==> config.mk <==
export PLATFORM = sky130hd
export DESIGN_NAME = fdump_serial_seq
export DESIGN_NICKNAME = d
export VERILOG_FILES = /design/src/rtl/fdump_pkg.sv /design/src/rtl/fdump_baud_gen.sv /design/src/rtl/fdump_char_tx.sv /design/src/rtl/fdump_seq_ctrl.sv /design/src/rtl/fdump_serial_seq.sv
export SDC_FILE = /design/constraint.sdc
export NUM_CORES = 1
export LEC_CHECK = 0
export ABC_CLOCK_PERIOD_IN_PS = 2700
export BUFFER_PORTS_ARGS = -buffer_cell sky130_fd_sc_hd__buf_4
export CAP_MARGIN = 30
export CORE_ASPECT_RATIO = 0.6
export CORE_UTILIZATION = 58
export CTS_CLUSTER_DIAMETER = 80
export DETAILED_ROUTE_END_ITERATION = 8
export GPL_ROUTABILITY_DRIVEN = 0
export PLACE_DENSITY = 0.85
export SYNTH_ARGS = -nofsm -noshare
export SYNTH_HDL_FRONTEND = slang
export SYNTH_SLANG_ARGS = --single-unit
==> constraint.sdc <==
create_clock -name clk_i -period 2.7 [get_ports clk_i]
set_input_delay 0.135 -clock clk_i [delete_from_list [all_inputs] [get_ports clk_i]]
set_output_delay 0.135 -clock clk_i [all_outputs]
set_load 0.01 [all_outputs]
==> src/rtl/fdump_pkg.sv <==
package fdump_pkg;

    // Sequencer phases: idle, address presented, data captured, shifting.
    typedef enum logic [1:0] {
        ST_IDLE  = 2'd0,
        ST_ADDR  = 2'd1,
        ST_LOAD  = 2'd2,
        ST_SHIFT = 2'd3
    } seq_state_e;

    localparam int CHAR_DATA_W = 8;
    localparam int FRAME_BITS  = CHAR_DATA_W + 3;   // start + data + parity + stop

    // One serial character, bit 0 leaves the line first.
    typedef struct packed {
        logic                   stop;
        logic                   parity;
        logic [CHAR_DATA_W-1:0] data;
        logic                   start;
    } char_frame_t;

    // Clocks per bit, rounded to nearest.
    function automatic int baud_divisor(input int clk_hz, input int baud);
        return (clk_hz + baud / 2) / baud;
    endfunction

    // Bit that makes the total number of ones odd.
    function automatic logic odd_parity(input logic [CHAR_DATA_W-1:0] d);
        return ~(^d);
    endfunction

    function automatic char_frame_t build_frame(input logic [CHAR_DATA_W-1:0] d);
        char_frame_t f;
        f.start  = 1'b0;
        f.data   = d;
        f.parity = odd_parity(d);
        f.stop   = 1'b1;
        return f;
    endfunction

endpackage

==> src/rtl/fdump_baud_gen.sv <==
module fdump_baud_gen #(
    parameter int DIV = 10
) (
    input  logic clk_i,
    input  logic rst_i,
    input  logic run_i,
    output logic tick_o
);
    localparam int CNT_W = (DIV > 1) ? $clog2(DIV) : 1;
    localparam logic [CNT_W-1:0] CNT_LAST = CNT_W'(DIV - 1);

    logic [CNT_W-1:0] cnt_q;

    // Counter restarts whenever the shifter is not running, so each
    // character begins on a fresh full bit period.
    always_ff @(posedge clk_i) begin
        if (rst_i || !run_i) begin
            cnt_q <= '0;
        end else if (cnt_q == CNT_LAST) begin
            cnt_q <= '0;
        end else begin
            cnt_q <= cnt_q + 1'b1;
        end
    end

    assign tick_o = run_i && (cnt_q == CNT_LAST);

    assert_cnt_range_R4: assert property (@(posedge clk_i) disable iff (rst_i)
        cnt_q <= CNT_LAST);

    assert_tick_restart_R4: assert property (@(posedge clk_i) disable iff (rst_i)
        tick_o |=> !tick_o);

endmodule

==> src/rtl/fdump_char_tx.sv <==
module fdump_char_tx
    import fdump_pkg::*;
#(
    parameter int WORD_W = 6
) (
    input  logic              clk_i,
    input  logic              rst_i,
    input  logic              load_i,
    input  logic [WORD_W-1:0] word_i,
    input  logic              tick_i,
    output logic              tx_o,
    output logic              char_end_o
);
    localparam int BCNT_W = $clog2(FRAME_BITS);
    localparam logic [BCNT_W-1:0] BCNT_LAST = BCNT_W'(FRAME_BITS - 1);

    logic [CHAR_DATA_W-1:0] data_ext;
    char_frame_t            frame_d;
    logic [FRAME_BITS-1:0]  shreg_q;
    logic [BCNT_W-1:0]      bcnt_q;

    // Stored word to 8-bit character payload.
    generate
        if (WORD_W < CHAR_DATA_W) begin : g_zext
            assign data_ext = {{(CHAR_DATA_W - WORD_W){1'b0}}, word_i};
        end else begin : g_trunc
            assign data_ext = word_i[CHAR_DATA_W-1:0];
        end
    endgenerate

    assign frame_d = build_frame(data_ext);

    // Shift register idles all ones; ones are shifted in behind the frame.
    always_ff @(posedge clk_i) begin
        if (rst_i) begin
            shreg_q <= '1;
            bcnt_q  <= '0;
        end else if (load_i) begin
            shreg_q <= frame_d;
            bcnt_q  <= '0;
        end else if (tick_i) begin
            shreg_q <= {1'b1, shreg_q[FRAME_BITS-1:1]};
            bcnt_q  <= (bcnt_q == BCNT_LAST) ? '0 : bcnt_q + 1'b1;
        end
    end

    assign tx_o       = shreg_q[0];
    assign char_end_o = tick_i && (bcnt_q == BCNT_LAST);

    assert_bitcnt_range_R3: assert property (@(posedge clk_i) disable iff (rst_i)
        bcnt_q <= BCNT_LAST);

    assert_start_bit_R3: assert property (@(posedge clk_i) disable iff (rst_i)
        load_i |=> !tx_o);

    assert_stop_bit_R3: assert property (@(posedge clk_i) disable iff (rst_i)
        char_end_o |-> tx_o);

endmodule

==> src/rtl/fdump_seq_ctrl.sv <==
module fdump_seq_ctrl
    import fdump_pkg::*;
#(
    parameter int DEPTH  = 8,
    parameter int ADDR_W = 3
) (
    input  logic              clk_i,
    input  logic              rst_i,
    input  logic              start_i,
    input  logic              char_end_i,
    output logic [ADDR_W-1:0] rd_addr_o,
    output logic              load_o,
    output logic              shift_o,
    output logic              busy_o,
    output logic              done_o
);
    localparam logic [ADDR_W-1:0] ADDR_LAST = ADDR_W'(DEPTH - 1);

    seq_state_e        state_q;
    logic [ADDR_W-1:0] addr_q;
    logic              done_q;
    logic              last_loc;

    assign last_loc = (addr_q == ADDR_LAST);

    always_ff @(posedge clk_i) begin
        if (rst_i) begin
            state_q <= ST_IDLE;
            addr_q  <= '0;
            done_q  <= 1'b0;
        end else begin
            done_q <= 1'b0;
            unique case (state_q)
                ST_IDLE: begin
                    if (start_i) begin
                        addr_q  <= '0;
                        state_q <= ST_ADDR;
                    end
                end
                // Address is on the bus; memory registers it this edge.
                ST_ADDR:  state_q <= ST_LOAD;
                // Read data valid; character frame is loaded this edge.
                ST_LOAD:  state_q <= ST_SHIFT;
                ST_SHIFT: begin
                    if (char_end_i) begin
                        if (last_loc) begin
                            state_q <= ST_IDLE;
                            done_q  <= 1'b1;
                        end else begin
                            addr_q  <= addr_q + 1'b1;
                            state_q <= ST_ADDR;
                        end
                    end
                end
                default: state_q <= ST_IDLE;
            endcase
        end
    end

    assign rd_addr_o = addr_q;
    assign load_o    = (state_q == ST_LOAD);
    assign shift_o   = (state_q == ST_SHIFT);
    assign busy_o    = (state_q != ST_IDLE);
    assign done_o    = done_q;

    assert_start_idle_R2: assert property (@(posedge clk_i) disable iff (rst_i)
        (state_q == ST_IDLE && start_i) |=> (busy_o && rd_addr_o == '0));

    assert_addr_hold_R6: assert property (@(posedge clk_i) disable iff (rst_i)
        (busy_o && !(shift_o && char_end_i)) |=> $stable(rd_addr_o));

    assert_addr_step_R5: assert property (@(posedge clk_i) disable iff (rst_i)
        (shift_o && char_end_i && !last_loc) |=> (rd_addr_o == $past(rd_addr_o) + 1'b1));

    assert_done_pulse_R7: assert property (@(posedge clk_i) disable iff (rst_i)
        done_o |=> !done_o);

    assert_done_idle_R7: assert property (@(posedge clk_i) disable iff (rst_i)
        done_o |-> !busy_o);

endmodule

==> src/rtl/fdump_serial_seq.sv <==
module fdump_serial_seq
    import fdump_pkg::*;
#(
    parameter int CLK_HZ = 100_000_000,
    parameter int BAUD   = 9600,
    parameter int WORD_W = 6,
    parameter int DEPTH  = 208 * 288,
    parameter int ADDR_W = (DEPTH > 1) ? $clog2(DEPTH) : 1
) (
    input  logic              clk_i,
    input  logic              rst_i,
    input  logic              start_i,
    input  logic [WORD_W-1:0] rd_data_i,
    output logic [ADDR_W-1:0] rd_addr_o,
    output logic              tx_o,
    output logic              busy_o,
    output logic              done_o
);
    localparam int DIV = baud_divisor(CLK_HZ, BAUD);

    logic load;
    logic shift_run;
    logic tick;
    logic char_end;

    fdump_seq_ctrl #(
        .DEPTH  (DEPTH),
        .ADDR_W (ADDR_W)
    ) u_ctrl (
        .clk_i      (clk_i),
        .rst_i      (rst_i),
        .start_i    (start_i),
        .char_end_i (char_end),
        .rd_addr_o  (rd_addr_o),
        .load_o     (load),
        .shift_o    (shift_run),
        .busy_o     (busy_o),
        .done_o     (done_o)
    );

    fdump_baud_gen #(
        .DIV (DIV)
    ) u_baud (
        .clk_i  (clk_i),
        .rst_i  (rst_i),
        .run_i  (shift_run),
        .tick_o (tick)
    );

    fdump_char_tx #(
        .WORD_W (WORD_W)
    ) u_tx (
        .clk_i      (clk_i),
        .rst_i      (rst_i),
        .load_i     (load),
        .word_i     (rd_data_i),
        .tick_i     (tick),
        .tx_o       (tx_o),
        .char_end_o (char_end)
    );

    // Line rests high whenever no dump is running.
    assert_idle_line_R7: assert property (@(posedge clk_i) disable iff (rst_i)
        !busy_o |-> tx_o);

    assert_done_after_busy_R7: assert property (@(posedge clk_i) disable iff (rst_i)
        $rose(done_o) |-> $past(busy_o));

endmodule

==> results of run 1 <==
==> worst max-delay path, cell delays in order, from the launching register on <==
cell     delay [ps]
dfxtp_1         380
or4b_4          570
or4_4           640
o21ai_2         250
a21oi_2         110
a221o_1         350
==> registers in the layout, indices dropped and copies added, names as in the netlist <==
name,flops
u_tx.shreg_q,10
u_ctrl.rd_addr_o,16
u_baud.cnt_q,14
u_ctrl.state_q,2
u_ctrl.done_o,1
u_tx.bcnt_q,4
==> metrics by stage <==
stage / instance area, um^2 / worst slack [ps] / cells
final: 2983 / 309.3 / 382
after detailed placement: 2877 / 329.1 / 375
after global routing: 2983 / 183.5 / 382
after floorplan: 2604 / 440.5 / 294
after global placement: 2877 / 396.6 / 375
after CTS: 2983 / 322.4 / 382
==> power by group through the flow <==
stage / clock network [mW] / registers (mW) / logic (mW)
after global placement: 0 / 0.796 / 0.372
after detailed placement: 0 / 0.798 / 0.384
after global routing: 0.560 / 0.791 / 0.423
after floorplan: 0 / 0.791 / 0.266
final: 0.519 / 0.784 / 0.392
after CTS: 0.520 / 0.783 / 0.386
==> cell families (layout without fill, tap and decap cells) <==
kind of cell               count (synthesis)  in the layout  synth area share, %
buffers and inverters                     25             53                3.940
and+or+nand+nor                          121            121                25.76
adders and majority gates                  6              6                2.883
xor gates and xnor gates                  19             19                6.391
DFF                                       47             47                36.14
muxes                                     19             19                7.448
AOI/OAI and AO/OA                         57             57                17.44
==> cells in the final DEF, fill, tap and decap left out, drive strengths merged, types with 2 or more instances in the layout <==
master | netlist | layout
dfxtp | 47 | 47
buf | 2 | 34
nor2 | 30 | 30
nand2 | 21 | 21
mux2i | 16 | 16
a21oi | 15 | 15
nand4 | 13 | 13
xnor2 | 12 | 12
nand3 | 12 | 12
inv | 11 | 11
o21ai | 8 | 8
xor2 | 7 | 7
nor3b | 7 | 7
nor3 | 6 | 6
and2 | 6 | 6
ha | 6 | 6
nor4 | 6 | 6
clkbuf | 11 | 5
a211oi | 5 | 5
a22oi | 4 | 4
and3 | 4 | 4
nor2b | 3 | 3
o211ai | 3 | 3
mux2 | 3 | 3
a31oi | 3 | 3
o31ai | 3 | 3
nand3b | 2 | 2
a41oi | 2 | 2
nand2b | 2 | 2
or2 | 2 | 2
a41o | 2 | 2
a211o | 2 | 2
or4b | 2 | 2
or4 | 2 | 2
a2111oi | 2 | 2
==> per-layer routing <==
| layer | share of wire [%] | up-vias | global-route usage [%] |
|---|---|---|---|
| li1 | - | 1135 | - |
| met1 | 51 | 1070 | 40.47 |
| met2 | 40 | 104 | 40.51 |
| met3 | 8.8 | 4 | 9.969 |
| met4 | 0.52 | 0 | 5.645 |
| met5 | 0 | - | 0 |
==> worst max-delay path by stage <==
| stage | startpoint | endpoint | slack, ps |
|---|---|---|---|
| floorplan | u_baud.cnt_q[2] | u_ctrl.rd_addr_o[12] | 440 |
| global placement | u_baud.cnt_q[2] | u_ctrl.rd_addr_o[12] | 400 |
| detailed placement | u_baud.cnt_q[2] | u_ctrl.rd_addr_o[12] | 330 |
| CTS | u_baud.cnt_q[2] | u_ctrl.rd_addr_o[12] | 320 |
| global route | u_baud.cnt_q[2] | u_ctrl.rd_addr_o[11] | 180 |
| finish | u_baud.cnt_q[2] | u_ctrl.rd_addr_o[12] | 310 |
==> area by class of cell <==
class / instances / area (um^2) / share of cell area, %
Clock buffer: 5 / 68.82 / 2.307
Inverter: 12 / 45.04 / 1.510
Multi-Input combinational cell: 222 / 1560 / 52.31
Sequential cell: 47 / 940.9 / 31.54
Timing Repair Buffer: 34 / 255.2 / 8.557
Tap cell: 60 / 75.07 / 2.517
Clock inverter: 2 / 37.54 / 1.258
==> results.md, run 1 <==
- First-pass GRT wire length: 10010 um
- Row count: 18
- Yosys top cell by area: dfxtp_1
- Layout filler cell count: 328
- Cell area after synthesis: 0.002604 mm^2
- Worst slack on hold paths: 86.05 ps
- H-tree depth: 2
- Number of antenna violations at the first check in global routing: 0
- Iteration-0 DRC count of the detailed router: 187
- Count of inserted antenna diode cells: 0
- Post-route antenna net violation count: 0
- DR DRC count: 0
- Crit. End Element: register
- Final HPWL DP: 4378 um
- Number of port buffers: 27
- Fraction of post-synthesis cell area in the top cell type by area: 36.14%
- Kind of launch point of the worst setup path: register
- Starting density of the core: 61.82%
- Total internal power: 1.174 mW
- Clk root buf: clkbuf_8
- PD cells: 568.2 mW/mm^2
- Average size of a mapped cell: 8.856 um^2
- WL per Instance: 15.71 um
- Clock-pin slew reported for the worst setup and hold paths after clock tree synthesis: 90 ps
- Switch Pwr: 0.5210 mW
- Cell variety after synth: 59
- Count of synthesis-stage warnings from yosys: 0
- Die Span X: 88.50 um
- Count of max-cap constraint violations: 0
- Worst flop-to-flop path startpoint: u_baud.cnt_q[2]
- EDFF count, synth: 0
- Full die area: 0.004770 mm^2
- Number of instances in the synthesized netlist: 294
- Commonest cells post-synth: dfxtp_1 (47), nor2_1 (30), nand2_1 (21), mux2i_1 (16), a21oi_1 (14)
- Post-Syn Nets: 309
- Reg2Reg Depth: 5
- Boundary Pins: 28
- Core Area: 0.004212 mm^2
- Signed area change from the synthesized netlist to the final layout: 14.56%
- 1st-pass router iterations: 5
- Post-cts resize count: 0
- Later-pin clock latency in the skew report: 310 ps
- Run status: complete, no violations
- Post-CTS Setup Repair Bufs: 0
- Final critical-path share of the clock period: 88.55%
- Hold EP: u_tx.shreg_q[2]
- Ratio of cells with drive above 1 in the final layout: 18.63%
- Setup Total Neg Slack: 0 ps
- DR vias: 2313
- Hold Path Class: in2reg
- Number of flip-flops and latches in the synthesized netlist: 47
- Clk pwr share: 30.6%
- Worst endpoint data arrival time: 2600 ps
- Setup slack on the worst flop-to-flop path: 310 ps
- Vias in the first global route: 2099
- Combinational power share: 23.1%
- Part of the Yosys area used for sequential elements: 36.14%
- Routed wire length: 6000 um
- Largest voltage drop on the vdd net: 0.3447 mV
- Finish-stage setup viols: 0
- Required time worst endpoint: 2900 ps
- Worst hold path depth: 3
- Async set-or-reset flop fraction in the synthesized netlist: 0%
- Num CTS Buffers: 5
- Max Slew Vio Count: 0
- Overall power after layout: 1.695 mW
- Worst min-delay path startpoint: rd_data_i[1]
- Maximum number of pins on one net before global-route repair: 24
- Reg2reg end: u_ctrl.rd_addr_o[12]
- Max clock buf depth: 2
- Library cell with the highest instance count after synthesis: dfxtp_1
- Leading cell types by total area after synthesis: dfxtp_1 (36%), mux2i_1 (6.2%), nor2_1 (4.3%)
- Die outline height: 53.90 um
- F_max: 0.4183 GHz
- Leakage dissipation: 1.099 nW
- Slew headroom: 51.29%
- Tot GR Track Use: 28.17%
- Final layout net count: 337
- Minimum clock period after layout: 2391 ps
- Global-route congestion overflow total: 0
- Post-route core utilization: 70.83%
- Transition time of the tightest slew-check pin: 729.2 ps
- CTS tree: done
- Unrepaired setup endpoints after global routing: false
- Maximum fanout count along the critical path: 10
- Sequential group share of total power: 46.2%
- Sw Ratio: 30.74%
- Clock Skew: 7.031 ps
- Average via count per standard cell: 6.055
- Number of failing hold endpoints at the final stage: 0
- Clock sink count: 47
- Hold-fix buffers at CTS: 0
- Most used flip-flop cell after synthesis: dfxtp_1
- Crit path kind: reg2reg
(Power assumes the default switching activity.)
==> run 2, diff against run 1 <==
--- a/config.mk
+++ b/config.mk
@@ -14,6 +14,7 @@
 export DETAILED_ROUTE_END_ITERATION = 8
 export GPL_ROUTABILITY_DRIVEN = 0
 export PLACE_DENSITY = 0.85
+export REMOVE_ABC_BUFFERS = 1
 export SYNTH_ARGS = -nofsm -noshare
 export SYNTH_HDL_FRONTEND = slang
 export SYNTH_SLANG_ARGS = --single-unit
==> results.md, run 2 (synthesized netlist as in run 1, its figures left out) <==
- Largest voltage drop on the vdd net: 0.4686 mV
- Die outline height: 53.90 um
- Area used by multi-input combinational logic: 0.001560 mm^2
- Row count: 18
- Signed area change from the synthesized netlist to the final layout: 14.85%
- Iteration-0 DRC count of the detailed router: 282
- Worst endpoint data arrival time: 2660 ps
- Number of antenna violations at the first check in global routing: 0
- Full die area: 0.004770 mm^2
- H-tree depth: 2
- 1st-pass router iterations: 5
- Post-route core utilization: 71.00%
- Crit. End Element: register
- Hold-fix buffers at CTS: 0
- Slew headroom: 56.10%
- Average via count per standard cell: 6.182
- Max Slew Vio Count: 0
- DR vias: 2380
- Ratio of cells with drive above 1 in the final layout: 19.38%
- Flip-flop count of the largest register after layout: 16
- Clk root buf: clkbuf_8
- Reg2reg end: u_ctrl.rd_addr_o[12]
- Clock-pin slew reported for the worst setup and hold paths after clock tree synthesis: 90 ps
- Crit path kind: reg2reg
- Num CTS Buffers: 5
- Final critical-path share of the clock period: 91.44%
- Post-cts resize count: 0
- Clock sink count: 47
- Count of inserted antenna diode cells: 0
- DR DRC count: 0
- Setup Total Neg Slack: 0 ps
- Transition time of the tightest slew-check pin: 657.0 ps
- Routed wire length: 6574 um
- Maximum number of pins on one net before global-route repair: 24
- Launch point of the critical path: u_baud.cnt_q[2]
- Post-route antenna net violation count: 0
- Worst min-delay path startpoint: rd_data_i[2]
- CTS tree: done
- Tot GR Track Use: 30.17%
- Reg2Reg Depth: 5
- Maximum fanout count along the critical path: 10
- WL per Instance: 17.08 um
- Placed instance count: 377
- Starting density of the core: 61.82%
- Hold Path Class: in2reg
- Die Span X: 88.50 um
- Seq. cell area: 940.9 um^2
- Core Area: 0.004212 mm^2
- Boundary Pins: 28
- Later-pin clock latency in the skew report: 310 ps
- Final HPWL DP: 4750 um
- Clock Skew: 5.572 ps
- Number of port buffers: 27
- Most frequent cells in the layout: dfxtp_1 (47), buf_4 (36), nor2_1 (30), nand2_1 (21), mux2i_1 (16)
- Vias in the first global route: 2083
- Unrepaired setup endpoints after global routing: false
- Leakage dissipation: 1.105 nW
- F_max: 0.4050 GHz
- Final layout net count: 339
- Finish-stage setup viols: 0
- Critical path destination: u_ctrl.rd_addr_o[12]
- Setup slack on the worst flop-to-flop path: 230 ps
- Minimum clock period after layout: 2469 ps
- Worst flop-to-flop path startpoint: u_baud.cnt_q[2]
- Count of max-cap constraint violations: 0
- PD cells: 549.8 mW/mm^2
- Number of failing hold endpoints at the final stage: 0
- Most common cell after layout, fill and taps aside: dfxtp_1
- Run status: complete, no violations
- Kind of launch point of the worst setup path: register
- Post-CTS Setup Repair Bufs: 0
- Global-route congestion overflow total: 0
- Layout filler cell count: 330
- First-pass GRT wire length: 10600 um
- Required time worst endpoint: 2900 ps
- Post-route non-filler standard cell count: 385
- Max clock buf depth: 2
[run 2: cell count changes in the layout (fill, tap and decap cells not counted), sizes merged]
cell	delta
buf	+2
bufinv	-1
clkbuf	+1
clkinv	+1
[run 2: worst min-delay path by stage]
stage / cells past startpoint / endpoint / slack, ps
2_1_floorplan: 1 / u_ctrl.rd_addr_o[10] / 200
3_3_place_gp: 3 / u_tx.shreg_q[4] / 400
3_5_place_dp: 3 / u_tx.shreg_q[3] / 400
4_1_cts: 3 / u_tx.shreg_q[3] / 90
5_1_grt: 3 / u_tx.shreg_q[3] / 100
6_report: 3 / u_tx.shreg_q[3] / 90
[run 2: final cells by class]
type	count	share of cell area, %
clock buffers	6	2.762
clock inverters	2	0.5439
inverters	12	1.506
multi-input cells	222	52.18
flip-flops and latches	47	31.46
well taps	60	2.510
repair buffers	36	9.038
[run 2: critical path, stage by stage, from the launching register on]
cell and delay [ps]:
dfxtp_1 380, or4b_4 570, or4_4 650, o21ai_2 290
a21oi_2 110, a221o_1 360
[run 2: metal layers]
metal  share of wire [%]  global-route usage, %
met1                  46                  44.79
met2                  43                  42.95
met3                 9.4                  6.902
met4                 1.0                  9.409
met5                   0                      0
[run 2: stage by stage]
step	setup slack [ps]	hold slack [ps]	total power, mW	area, um^2
3_5_place_dp	284.4	403.7	1.190	2892
4_1_cts	260.8	88.04	1.639	2990
3_3_place_gp	348.0	398.5	1.175	2892
2_1_floorplan	160.5	204.1	1.050	2546
5_1_grt	201.8	101.0	1.725	2990
6_report	231.1	88.31	1.644	2990
[run 2: power by group]
| part | switching [mW] | total [mW] | internal (mW) | leakage (nW) |
|---|---|---|---|---|
| sequential | 0.0413 | 0.787 | 0.746 | 0.380 |
| clock | 0.245 | 0.454 | 0.209 | 0.0474 |
| combinational | 0.238 | 0.403 | 0.164 | 0.678 |
==> run 3, diff against run 2 <==
--- a/config.mk
+++ b/config.mk
@@ -5,15 +5,16 @@
 export SDC_FILE = /design/constraint.sdc
 export NUM_CORES = 1
 export LEC_CHECK = 0
+export ABC_AREA = 1
 export ABC_CLOCK_PERIOD_IN_PS = 2700
 export BUFFER_PORTS_ARGS = -buffer_cell sky130_fd_sc_hd__buf_4
 export CAP_MARGIN = 30
 export CORE_ASPECT_RATIO = 0.6
-export CORE_UTILIZATION = 58
+export CORE_UTILIZATION = 59
 export CTS_CLUSTER_DIAMETER = 80
 export DETAILED_ROUTE_END_ITERATION = 8
 export GPL_ROUTABILITY_DRIVEN = 0
-export PLACE_DENSITY = 0.85
+export PLACE_DENSITY = 0.86
 export REMOVE_ABC_BUFFERS = 1
 export SYNTH_ARGS = -nofsm -noshare
 export SYNTH_HDL_FRONTEND = slang
==> results.md, run 3 <==
- Final HPWL DP: 4485 um
- Required time worst endpoint: 2940 ps
- Setup Total Neg Slack: 0 ps
- Finish-stage setup viols: 0
- Full die area: 0.004820 mm^2
- Crit path kind: reg2reg
- Clk root buf: clkbuf_8
- Largest voltage drop on the vdd net: 0.4797 mV
- Most common cell after layout, fill and taps aside: nand2_1
- H-tree depth: 2
- Synth Area in Compound Gates: 11.03%
- Leakage dissipation: 1.262 nW
- Hold-fix buffers at CTS: 0
- Transition time of the tightest slew-check pin: 576.3 ps
- Cell area after synthesis: 0.002678 mm^2
- CTS tree: done
- Fraction of post-synthesis cell area in the top cell type by area: 35.14%
- Starting density of the core: 63.24%
- Library cell with the highest instance count after synthesis: nand2_1
- F_max: 0.4497 GHz
- DP Worst Slack: 540.4 ps
- Boundary Pins: 28
- Part of the Yosys area used for sequential elements: 35.14%
- Maximum number of pins on one net before global-route repair: 20
- Global-route congestion overflow total: 0
- Signed area change from the synthesized netlist to the final layout: 12.71%
- Yosys top cell by area: dfxtp_1
- Most frequent cells in the layout: nand2_1 (99), inv_1 (59), nor2_1 (47), dfxtp_1 (47), nand3_1 (30)
- Most used flip-flop cell after synthesis: dfxtp_1
- Crit path setup slack, layout: 476.3 ps
- Clock-pin slew reported for the worst setup and hold paths after clock tree synthesis: 100 ps
- Cell variety after synth: 35
- Post-route antenna net violation count: 0
- Minimum clock period after layout: 2224 ps
- WL per Instance: 12.41 um
- Average size of a mapped cell: 6.644 um^2
- Count of synthesis-stage warnings from yosys: 0
- Combinational family with the most area after synthesis: simple AND/OR/NAND/NOR gates
- Number of flip-flops and latches in the synthesized netlist: 47
- Number of port buffers: 27
- Share of synthesized cell area in and, or, nand and nor gates: 37.57%
- Core Area: 0.004234 mm^2
- 1st-pass router iterations: 6
- PD cells: 680.4 mW/mm^2
- Overall power after layout: 2.053 mW
- Iteration-0 DRC count of the detailed router: 164
- Maximum fanout count along the critical path: 12
- Number of instances in the synthesized netlist: 403
- Async set-or-reset flop fraction in the synthesized netlist: 0%
- Commonest cells post-synth: nand2_1 (99), inv_1 (59), dfxtp_1 (47), nor2_1 (47), nand3_1 (30)
- DR DRC count: 0
- Die outline height: 54.18 um
- Vias in the first global route: 2246
- Max Slew Vio Count: 0
- Unrepaired setup endpoints after global routing: false
- Post-Synth XOR/XNOR Area: 2.290%
- Flip-flop count of the largest register after layout: 16
- Crit. End Element: register
- Max clock buf depth: 2
- Later-pin clock latency in the skew report: 310 ps
- Final critical-path share of the clock period: 82.36%
- Run status: complete, no violations
- Share of synthesized area spent on multiplexers: 0%
- Worst endpoint data arrival time: 2460 ps
- Count of max-cap constraint violations: 0
- First-pass GRT wire length: 9942 um
- Ratio of cells with drive above 1 in the final layout: 12.59%
- Number of antenna violations at the first check in global routing: 0
- Layout filler cell count: 369
- Post-route non-filler standard cell count: 489
- Kind of launch point of the worst setup path: register
- Tot GR Track Use: 27.32%
- Post-CTS Setup Repair Bufs: 0
- Post-cts resize count: 0
- Average via count per standard cell: 5.374
- DR vias: 2628
- Count of inserted antenna diode cells: 0
- Leading cell types by total area after synthesis: dfxtp_1 (35%), nand2_1 (14%), inv_1 (8.3%)
- Final layout net count: 443
- Number of failing hold endpoints at the final stage: 0
- Routed wire length: 6069 um
- Slew headroom: 61.34%
- Row count: 18
- Num CTS Buffers: 5
- Die Span X: 88.97 um
- Clock Skew: 10.06 ps
- Hold Path Class: in2reg
- Clock sink count: 47
- Placed instance count: 481
- EDFF count, synth: 0
- Adder-Cell Fraction of Synth Area: 2.804%
## run 3: changes by cell type after synthesis, sizes merged, moves of 6 or more
cell | before | now
clkbuf | 11 | 4
nand4 | 13 | 21
o211ai | 3 | 12
nand2 | 21 | 102
inv | 11 | 61
nor2 | 30 | 50
mux2i | 16 | 0
xnor2 | 12 | 4
nand3 | 12 | 33
and2 | 6 | 0
## run 3: cell type report
type                       instances  area (um^2)  area share, %
clock buffer                       5        68.82          2.280
clock inverter                     3        43.79          1.451
inverter                          64        241.5          8.002
multi-input combinational        282         1438          47.64
sequential                        47        940.9          31.18
tap                               60        75.07          2.488
timing repair buffer              28        210.2          6.965
## run 3: per-layer routing
layer / wire length (um) / global-route usage, % / vias to the layer above
met5: 0 / 0 / -
met4: 120 / 9.788 / 0
met3: 377 / 5.982 / 11
met2: 2537 / 42.56 / 95
met1: 3034 / 37.56 / 1170
li1: - / - / 1352
## run 3: path summary, 6_finish.rpt
| path | startpoint | endpoint | slack (ps) | cells past startpoint |
|---|---|---|---|---|
| worst max-delay path | u_ctrl.state_q[1] | u_baud.cnt_q[2] | 480 | 5 |
| worst min-delay path | rd_data_i[5] | u_tx.shreg_q[6] | 60 | 3 |
| worst max register to register | u_ctrl.state_q[1] | u_baud.cnt_q[2] | 480 | 5 |
| worst min register to register | u_baud.cnt_q[0] | u_baud.cnt_q[0] | 470 | 1 |
## run 3: kinds of logic after synthesis
logic type / count (synthesis)
buf+inv: 74
compound gates: 47
fa+ha+maj: 6
xor+xnor: 7
flops: 47
simple gates: 222
## run 3: worst max-delay path, cell delays in order (launching register included)
cell and delay (ps):
dfxtp_1 400, ha_1 480, inv_2 200, nor2_1 400
nand2_1 380, nor3b_1 280
## run 3: stage by stage
stage | util (%) | area, um^2 | hold slack [ps]
2_1_floorplan | - | 2620 | 204.1
4_1_cts | 71.28 | 3018 | 63.88
5_1_grt | 71.28 | 3018 | 76.83
3_5_place_dp | 68.62 | 2905 | 392.1
3_3_place_gp | 68.62 | 2905 | 390.1
6_report | 71.28 | 3018 | 62.52
## run 3: report_power, final
part / switching (mW) / internal, mW / leakage, nW
logic: 0.422 / 0.246 / 0.823
clock network: 0.258 / 0.276 / 0.0581
registers: 0.0683 / 0.783 / 0.382
total: 0.748 / 1.30 / 1.26
